[src/rtl/can_mode_pkg.sv]
package can_mode_pkg;
   typedef enum logic [1:0] {
      MS_NORMAL = 2'd0,
      MS_INIT   = 2'd1,
      MS_SLEEP  = 2'd2,
      MS_SYNC   = 2'd3
   } mode_state_e;

   localparam logic BUS_RECESSIVE = 1'b1;
   localparam logic BUS_DOMINANT  = 1'b0;
endpackage

[src/rtl/cmm_sync.sv]
module cmm_sync #(
   parameter int  STAGES    = 2,
   parameter logic RESET_VAL = 1'b1
) (
   input  logic clk,
   input  logic rst_n,
   input  logic d_in,
   output logic q_out
);
   logic [STAGES-1:0] chain_q;

   generate
      if (STAGES < 2) begin : g_bad
         $error("cmm_sync: STAGES must be at least 2");
      end
      for (genvar i = 0; i < STAGES; i++) begin : g_stage
         if (i == 0) begin : g_first
            always_ff @(posedge clk or negedge rst_n) begin
               if (!rst_n) chain_q[0] <= RESET_VAL;
               else        chain_q[0] <= d_in;
            end
         end else begin : g_next
            always_ff @(posedge clk or negedge rst_n) begin
               if (!rst_n) chain_q[i] <= RESET_VAL;
               else        chain_q[i] <= chain_q[i-1];
            end
         end
      end
   endgenerate

   assign q_out = chain_q[STAGES-1];
endmodule

[src/rtl/cmm_sleep_ctl.sv]
module cmm_sleep_ctl
   import can_mode_pkg::*;
#(
   parameter int IDLE_BITS = 11
) (
   input  logic        clk,
   input  logic        rst_n,
   input  logic        sw_sleep_wr,
   input  logic        sw_sleep_val,
   input  logic        init_req,
   input  logic        auto_wake_en,
   input  logic        wake_irq_en,
   input  logic        samp_en,
   input  logic        rx_sync,
   output mode_state_e state,
   output logic        sleep_bit,
   output logic        wake_irq
);
   localparam int CNT_W = $clog2(IDLE_BITS + 1);
   localparam logic [CNT_W-1:0] CNT_LAST = CNT_W'(IDLE_BITS - 1);

   generate
      if (IDLE_BITS < 1) begin : g_bad
         $error("cmm_sleep_ctl: IDLE_BITS must be at least 1");
      end
   endgenerate

   mode_state_e      state_q, state_d;
   logic             sleep_q;
   logic             act_seen_q;
   logic             irq_q;
   logic [CNT_W-1:0] idle_cnt_q;
   logic             wake_evt;
   logic             idle_done;

   assign wake_evt  = (state_q == MS_SLEEP) && (rx_sync == BUS_DOMINANT) && !act_seen_q;
   assign idle_done = (state_q == MS_SYNC) && samp_en && (rx_sync == BUS_RECESSIVE)
                      && (idle_cnt_q == CNT_LAST);

   // sleep bit: hardware clear on auto wake wins over a software write
   always_ff @(posedge clk or negedge rst_n) begin
      if (!rst_n)                       sleep_q <= 1'b0;
      else if (wake_evt && auto_wake_en) sleep_q <= 1'b0;
      else if (sw_sleep_wr)              sleep_q <= sw_sleep_val;
   end

   always_ff @(posedge clk or negedge rst_n) begin
      if (!rst_n) begin
         act_seen_q <= 1'b0;
         irq_q      <= 1'b0;
      end else begin
         irq_q <= wake_evt && wake_irq_en;
         if (state_q != MS_SLEEP) act_seen_q <= 1'b0;
         else if (wake_evt)       act_seen_q <= 1'b1;
      end
   end

   always_ff @(posedge clk or negedge rst_n) begin
      if (!rst_n) begin
         idle_cnt_q <= '0;
      end else if (state_q != MS_SYNC) begin
         idle_cnt_q <= '0;
      end else if (samp_en) begin
         if (rx_sync == BUS_RECESSIVE) begin
            if (idle_cnt_q != CNT_LAST) idle_cnt_q <= idle_cnt_q + 1'b1;
         end else begin
            idle_cnt_q <= '0;
         end
      end
   end

   always_comb begin
      state_d = state_q;
      unique case (state_q)
         MS_NORMAL: begin
            if (sleep_q)       state_d = MS_SLEEP;
            else if (init_req) state_d = MS_INIT;
         end
         MS_INIT: begin
            if (sleep_q)        state_d = MS_SLEEP;
            else if (!init_req) state_d = MS_NORMAL;
         end
         MS_SLEEP: begin
            if (!sleep_q) state_d = MS_SYNC;
         end
         MS_SYNC: begin
            if (sleep_q)        state_d = MS_SLEEP;
            else if (idle_done) state_d = MS_NORMAL;
         end
         default: state_d = MS_NORMAL;
      endcase
   end

   always_ff @(posedge clk or negedge rst_n) begin
      if (!rst_n) state_q <= MS_NORMAL;
      else        state_q <= state_d;
   end

   assign state     = state_q;
   assign sleep_bit = sleep_q;
   assign wake_irq  = irq_q;
endmodule

[src/rtl/cmm_path_mux.sv]
module cmm_path_mux
   import can_mode_pkg::*;
(
   input  logic clk,
   input  logic rst_n,
   input  logic in_init,
   input  logic silent_sel,
   input  logic loop_sel,
   input  logic rx_pin,
   input  logic core_tx,
   output logic silent_on,
   output logic loop_on,
   output logic tx_pin,
   output logic core_rx
);
   logic silent_q, loop_q;

   // test-mode selects are sampled only while initialising
   always_ff @(posedge clk or negedge rst_n) begin
      if (!rst_n) begin
         silent_q <= 1'b0;
         loop_q   <= 1'b0;
      end else if (in_init) begin
         silent_q <= silent_sel;
         loop_q   <= loop_sel;
      end
   end

   always_comb begin
      tx_pin  = silent_q ? BUS_RECESSIVE : core_tx;
      if (loop_q)        core_rx = core_tx;
      else if (silent_q) core_rx = core_tx & rx_pin;
      else               core_rx = rx_pin;
   end

   assign silent_on = silent_q;
   assign loop_on   = loop_q;
endmodule

[src/rtl/can_mode_mgr.sv]
module can_mode_mgr
   import can_mode_pkg::*;
#(
   parameter int SYNC_STAGES = 2,
   parameter int IDLE_BITS   = 11
) (
   input  logic clk,
   input  logic rst_n,
   input  logic sw_sleep_wr,
   input  logic sw_sleep_val,
   input  logic init_req,
   input  logic auto_wake_en,
   input  logic wake_irq_en,
   input  logic silent_sel,
   input  logic loop_sel,
   input  logic samp_en,
   input  logic rx_pin,
   input  logic core_tx,
   output logic tx_pin,
   output logic core_rx,
   output logic sleep_flag,
   output logic sleep_ack,
   output logic init_ack,
   output logic wake_irq,
   output logic core_clk_en,
   output logic ign_ack_err,
   output logic tx_allow
);
   mode_state_e state;
   logic        rx_sync;
   logic        silent_on, loop_on;

   cmm_sync #(.STAGES(SYNC_STAGES), .RESET_VAL(BUS_RECESSIVE)) u_rx_sync (
      .clk   (clk),
      .rst_n (rst_n),
      .d_in  (rx_pin),
      .q_out (rx_sync)
   );

   cmm_sleep_ctl #(.IDLE_BITS(IDLE_BITS)) u_sleep (
      .clk          (clk),
      .rst_n        (rst_n),
      .sw_sleep_wr  (sw_sleep_wr),
      .sw_sleep_val (sw_sleep_val),
      .init_req     (init_req),
      .auto_wake_en (auto_wake_en),
      .wake_irq_en  (wake_irq_en),
      .samp_en      (samp_en),
      .rx_sync      (rx_sync),
      .state        (state),
      .sleep_bit    (sleep_flag),
      .wake_irq     (wake_irq)
   );

   cmm_path_mux u_path (
      .clk        (clk),
      .rst_n      (rst_n),
      .in_init    (state == MS_INIT),
      .silent_sel (silent_sel),
      .loop_sel   (loop_sel),
      .rx_pin     (rx_pin),
      .core_tx    (core_tx),
      .silent_on  (silent_on),
      .loop_on    (loop_on),
      .tx_pin     (tx_pin),
      .core_rx    (core_rx)
   );

   assign sleep_ack   = (state == MS_SLEEP) || (state == MS_SYNC);
   assign init_ack    = (state == MS_INIT);
   assign core_clk_en = (state != MS_SLEEP);
   assign ign_ack_err = loop_on;
   assign tx_allow    = (state == MS_NORMAL) && !silent_on;
endmodule

[config.mk]
export PLATFORM = sky130hd
export DESIGN_NAME = can_mode_mgr
export DESIGN_NICKNAME = d
export VERILOG_FILES = /design/src/rtl/can_mode_pkg.sv /design/src/rtl/cmm_sync.sv /design/src/rtl/cmm_sleep_ctl.sv /design/src/rtl/cmm_path_mux.sv /design/src/rtl/can_mode_mgr.sv
export SDC_FILE = /design/constraint.sdc
export NUM_CORES = 1
export LEC_CHECK = 0
export ABC_CLOCK_PERIOD_IN_PS = 2400
export BUFFER_PORTS_ARGS = -buffer_cell sky130_fd_sc_hd__buf_2
export CAP_MARGIN = 20
export CORE_MARGIN = 2
export CORE_UTILIZATION = 40
export DETAILED_ROUTE_END_ITERATION = 8
export PLACE_DENSITY = 0.74
export SKIP_LAST_GASP = 1
export SLEW_MARGIN = 40
export SYNTH_ARGS = -nofsm -noshare
export SYNTH_HDL_FRONTEND = slang
export SYNTH_SLANG_ARGS = --single-unit
[constraint.sdc]
create_clock -name clk -period 2.4 [get_ports clk]
set_input_delay 0.48 -clock clk [delete_from_list [all_inputs] [get_ports clk]]
set_output_delay 0.48 -clock clk [all_outputs]
set_load 0.05 [all_outputs]
==> metrics.md <==
| Metric | Value |
|---|---|
| M2 GR Usage | `23.3%` |
| Crit-path leading delay family | `flip-flops` |
| Bufs and invs on worst path | `1` |
| Leakage | `0.355 nW` |
| Vias in the first global route | `between 400 and 500` |
| Worst vdd ir | `between 0.4 and 0.5 mV` |
| RR Endpoint | `u_sleep.idle_cnt_q[1]` |
| Reg2reg start | `u_sleep.idle_cnt_q[0]` |
| FILL cells | `around 140` |
| Critical Path RT | `roughly 1.9 ns` |
| Most frequent cells in the layout | `20 x buf_2, 11 x dfrtp_1, 6 x a21oi_1, 4 x nand2_1, 4 x o21ai_0` |
| FF/Latch Area | `328 um^2` |
| Syn nets | `72` |
| Total congestion overflow | `0` |
| Crit-path slowest cell | `dfrtp_1` |
| Unrepaired setup endpoints after global routing | `false` |
| Synth cell types | `27` |
| Critical path fanouts, max | `7` |
| Die Span Y | `about 43 um` |
| Layout cells sized above 1 | `a little over a third` |
| Nets@finish | `95` |
| I/O Pins | `21` |
| Vias per cell | `~5.3` |
| Post-CTS Setup Bufs | `0` |
| I/O Buffers | `20` |
| Detailed Route WL | `about 1100 um` |
| CTS HTree Levels | `1` |
| Post-route clock period utilization | `between 70% and 80%` |
| Final min period | `between 1.5 and 2 ns` |
| Final hold vios | `0` |
| Gpl congestion | `a little over 0.7` |
| GRT Total Usage | `14.3%` |
| Avg WL per Cell | `~12 um` |
| Multi-input gate area | `between 200 and 300 um^2` |
| Global-route wire length before repair | `approximately 2000 um` |
| Inserted Diodes | `0` |
| Slew @ Worst Pin | `approximately 0.44 ns` |
| Worst-case clock buffer depth | `2` |
| Clk root buf | `clkbuf_4` |
| Initial DRC count | `9` |
| Setup TNS | `0 ns` |
| Worst Path Arrival | `approximately 1.2 ns` |
| Total Power | `a little over 0.5 mW` |
| Skew final | `roughly 0.004 ns` |
| # clock sinks | `13` |
| Post-DRT Antenna Nets | `0` |
| Cell area after layout | `between 700 and 800 um^2` |
| Antenna violations before repair | `0` |
| Worst Setup Start Kind | `flop` |
| Largest net degree at the start of global routing | `14` |
| Synth warnings | `0` |
| CP Class | `reg -> out` |
| Slew Viols, Final | `0` |
| First-pass detailed-route iteration total | `5` |
| Sequential share of the synthesized area | `between 50% and 60%` |
| TritonCTS buffer count | `3` |
| # hold bufs at CTS | `0` |
| Syn-to-layout area delta | `21.2%` |
| Yosys reg bits | `13` |
| Busiest grt layer | `met2` |
| Final setup viols | `0` |
| Via count | `between 500 and 600` |
| Placement Cell Area | `~730 um^2` |
| Reg2reg setup slack | `0.84 ns` |
| P per Cell Area | `681 mW/mm^2` |
| Avg Cell Area, Syn | `roughly 11 um^2` |
| Status | `finished, final reports clean` |
| CTS resizes | `0` |
| Max-slew headroom | `70.0%` |
| WP depth | `2` |
| Width of the die | `~43 um` |
| Core area | `0.00147 mm^2` |
| CTS tree | `done` |
| CP Capture Type | `output port` |
| DRC viols | `0` |
| Worst min-delay path class | `in -> async` |
| Post-Syn Area | `about 620 um^2` |
| Critical Path, Cell by Cell | `nor2b_1 -> buf_2` |
| R2R cell count | `5` |
| Commonest non-fill, non-tap cell in the layout | `buf_2` |
| Worst skew pair latency | `between 0.2 and 0.3 ns` |
| Row cnt | `14` |
| Fmax | `a little under 600 MHz` |
| Starting Density | `a little over two fifths` |
| Met3 Track Usage GR | `approximately 3.8%` |
| Die area | `around 0.0019 mm^2` |
| Max_cap viols | `0` |
| Cells after synthesis | `58` |
| Dpl hpwl | `921 um` |
| Clk slew on worst S/H paths | `approximately 0.070 ns` |
| Met1 Use GR | `between 15 and 20%` |
| Crit path largest cell delay | `about 0.44 ns` |
[cell families (layout without fill, tap and decap cells)]
group	after synthesis	in the layout	synth area share (%)
buffers and inverters	5	27	4.23
AO/OA/AOI/OAI	14	14	13.3
flip-flops	13	13	52.8
AND/OR/NAND/NOR	21	21	20.4
adder cells (fa/ha/maj)	2	2	4.03
multiplexers	3	3	5.24
[synth_stat cells]
master	instances	area [um^2]
clkbuf_1	1	3.75
nor2b_1	2	12.5
nor3_1	2	10.0
a21oi_1	6	30.0
a31oi_1	1	6.26
and4b_4	1	13.8
mux2i_1	1	10.0
nand2_1	4	15.0
nand2b_1	3	18.8
o41ai_1	1	8.76
dfstp_2	2	52.6
and2_1	1	6.26
buf_6	1	11.3
nor2_1	1	3.75
or3_1	1	6.26
o21ai_0	4	20.0
ha_1	2	25.0
and2b_1	1	7.51
or4b_1	1	10.0
nand4_1	1	6.26
or2_2	1	6.26
o22a_1	1	8.76
nand3_1	2	10.0
dfrtp_1	11	275
o2111ai_1	1	8.76
inv_1	3	11.3
mux2_2	2	22.5
[how the worst max path moves through the flow]
stage,startpoint,to,slack [ns]
after floorplan,u_sleep.state[1],tx_allow,0.41
after global placement,core_tx,tx_pin,0.88
after detailed placement,u_sleep.idle_cnt_q[0],u_sleep.idle_cnt_q[1],0.86
after CTS,u_sleep.state[1],init_ack,0.67
after global routing,u_sleep.state[1],init_ack,0.58
final,u_sleep.state[1],init_ack,0.69
[power breakdown]
group / total (mW) / switching [mW] / internal (mW)
sequential: 0.260 / 0.0190 / 0.241
clock: 0.125 / 0.0605 / 0.0641
combinational: 0.128 / 0.0885 / 0.0396
[stage by stage]
step	setup WS (ns)	cells	util, %	hold WS (ns)
after detailed placement	0.858	92	49.3	0.352
final	0.691	96	51.1	0.0800
after global routing	0.584	96	51.1	0.0972
after floorplan	0.411	58	-	0.184
after global placement	0.875	92	49.3	0.349
after CTS	0.672	96	51.1	0.0872
[state kept, by name, indices dropped and copies added, names as in the netlist]
register and cells:
u_rx_sync.q_out 1, u_sleep.sleep_bit 1, u_sleep.state 2, u_sleep.wake_irq 1
u_sleep.idle_cnt_q 4, u_path.silent_on 1, u_path.loop_on 1, u_rx_sync.chain_q 1
u_sleep.act_seen_q 1
[cell type report]
| type | count | area share (%) |
|---|---|---|
| Inverter | 3 | 1.50 |
| Sequential cell | 13 | 43.6 |
| Multi-Input combinational cell | 40 | 35.4 |
| Tap cell | 16 | 2.66 |
| Clock buffer | 4 | 3.49 |
| Timing Repair Buffer | 20 | 13.3 |
[routing by layer]
metal | wire [um] | part of all wire (%) | vias to the layer above
met5 | 0 | 0 | -
met4 | 4 | 0.35 | 0
met3 | 40 | 3.5 | 2
met2 | 620 | 55 | 11
met1 | 461 | 41 | 248
li1 | - | - | 248
Power figures use the tool's default switching activity.
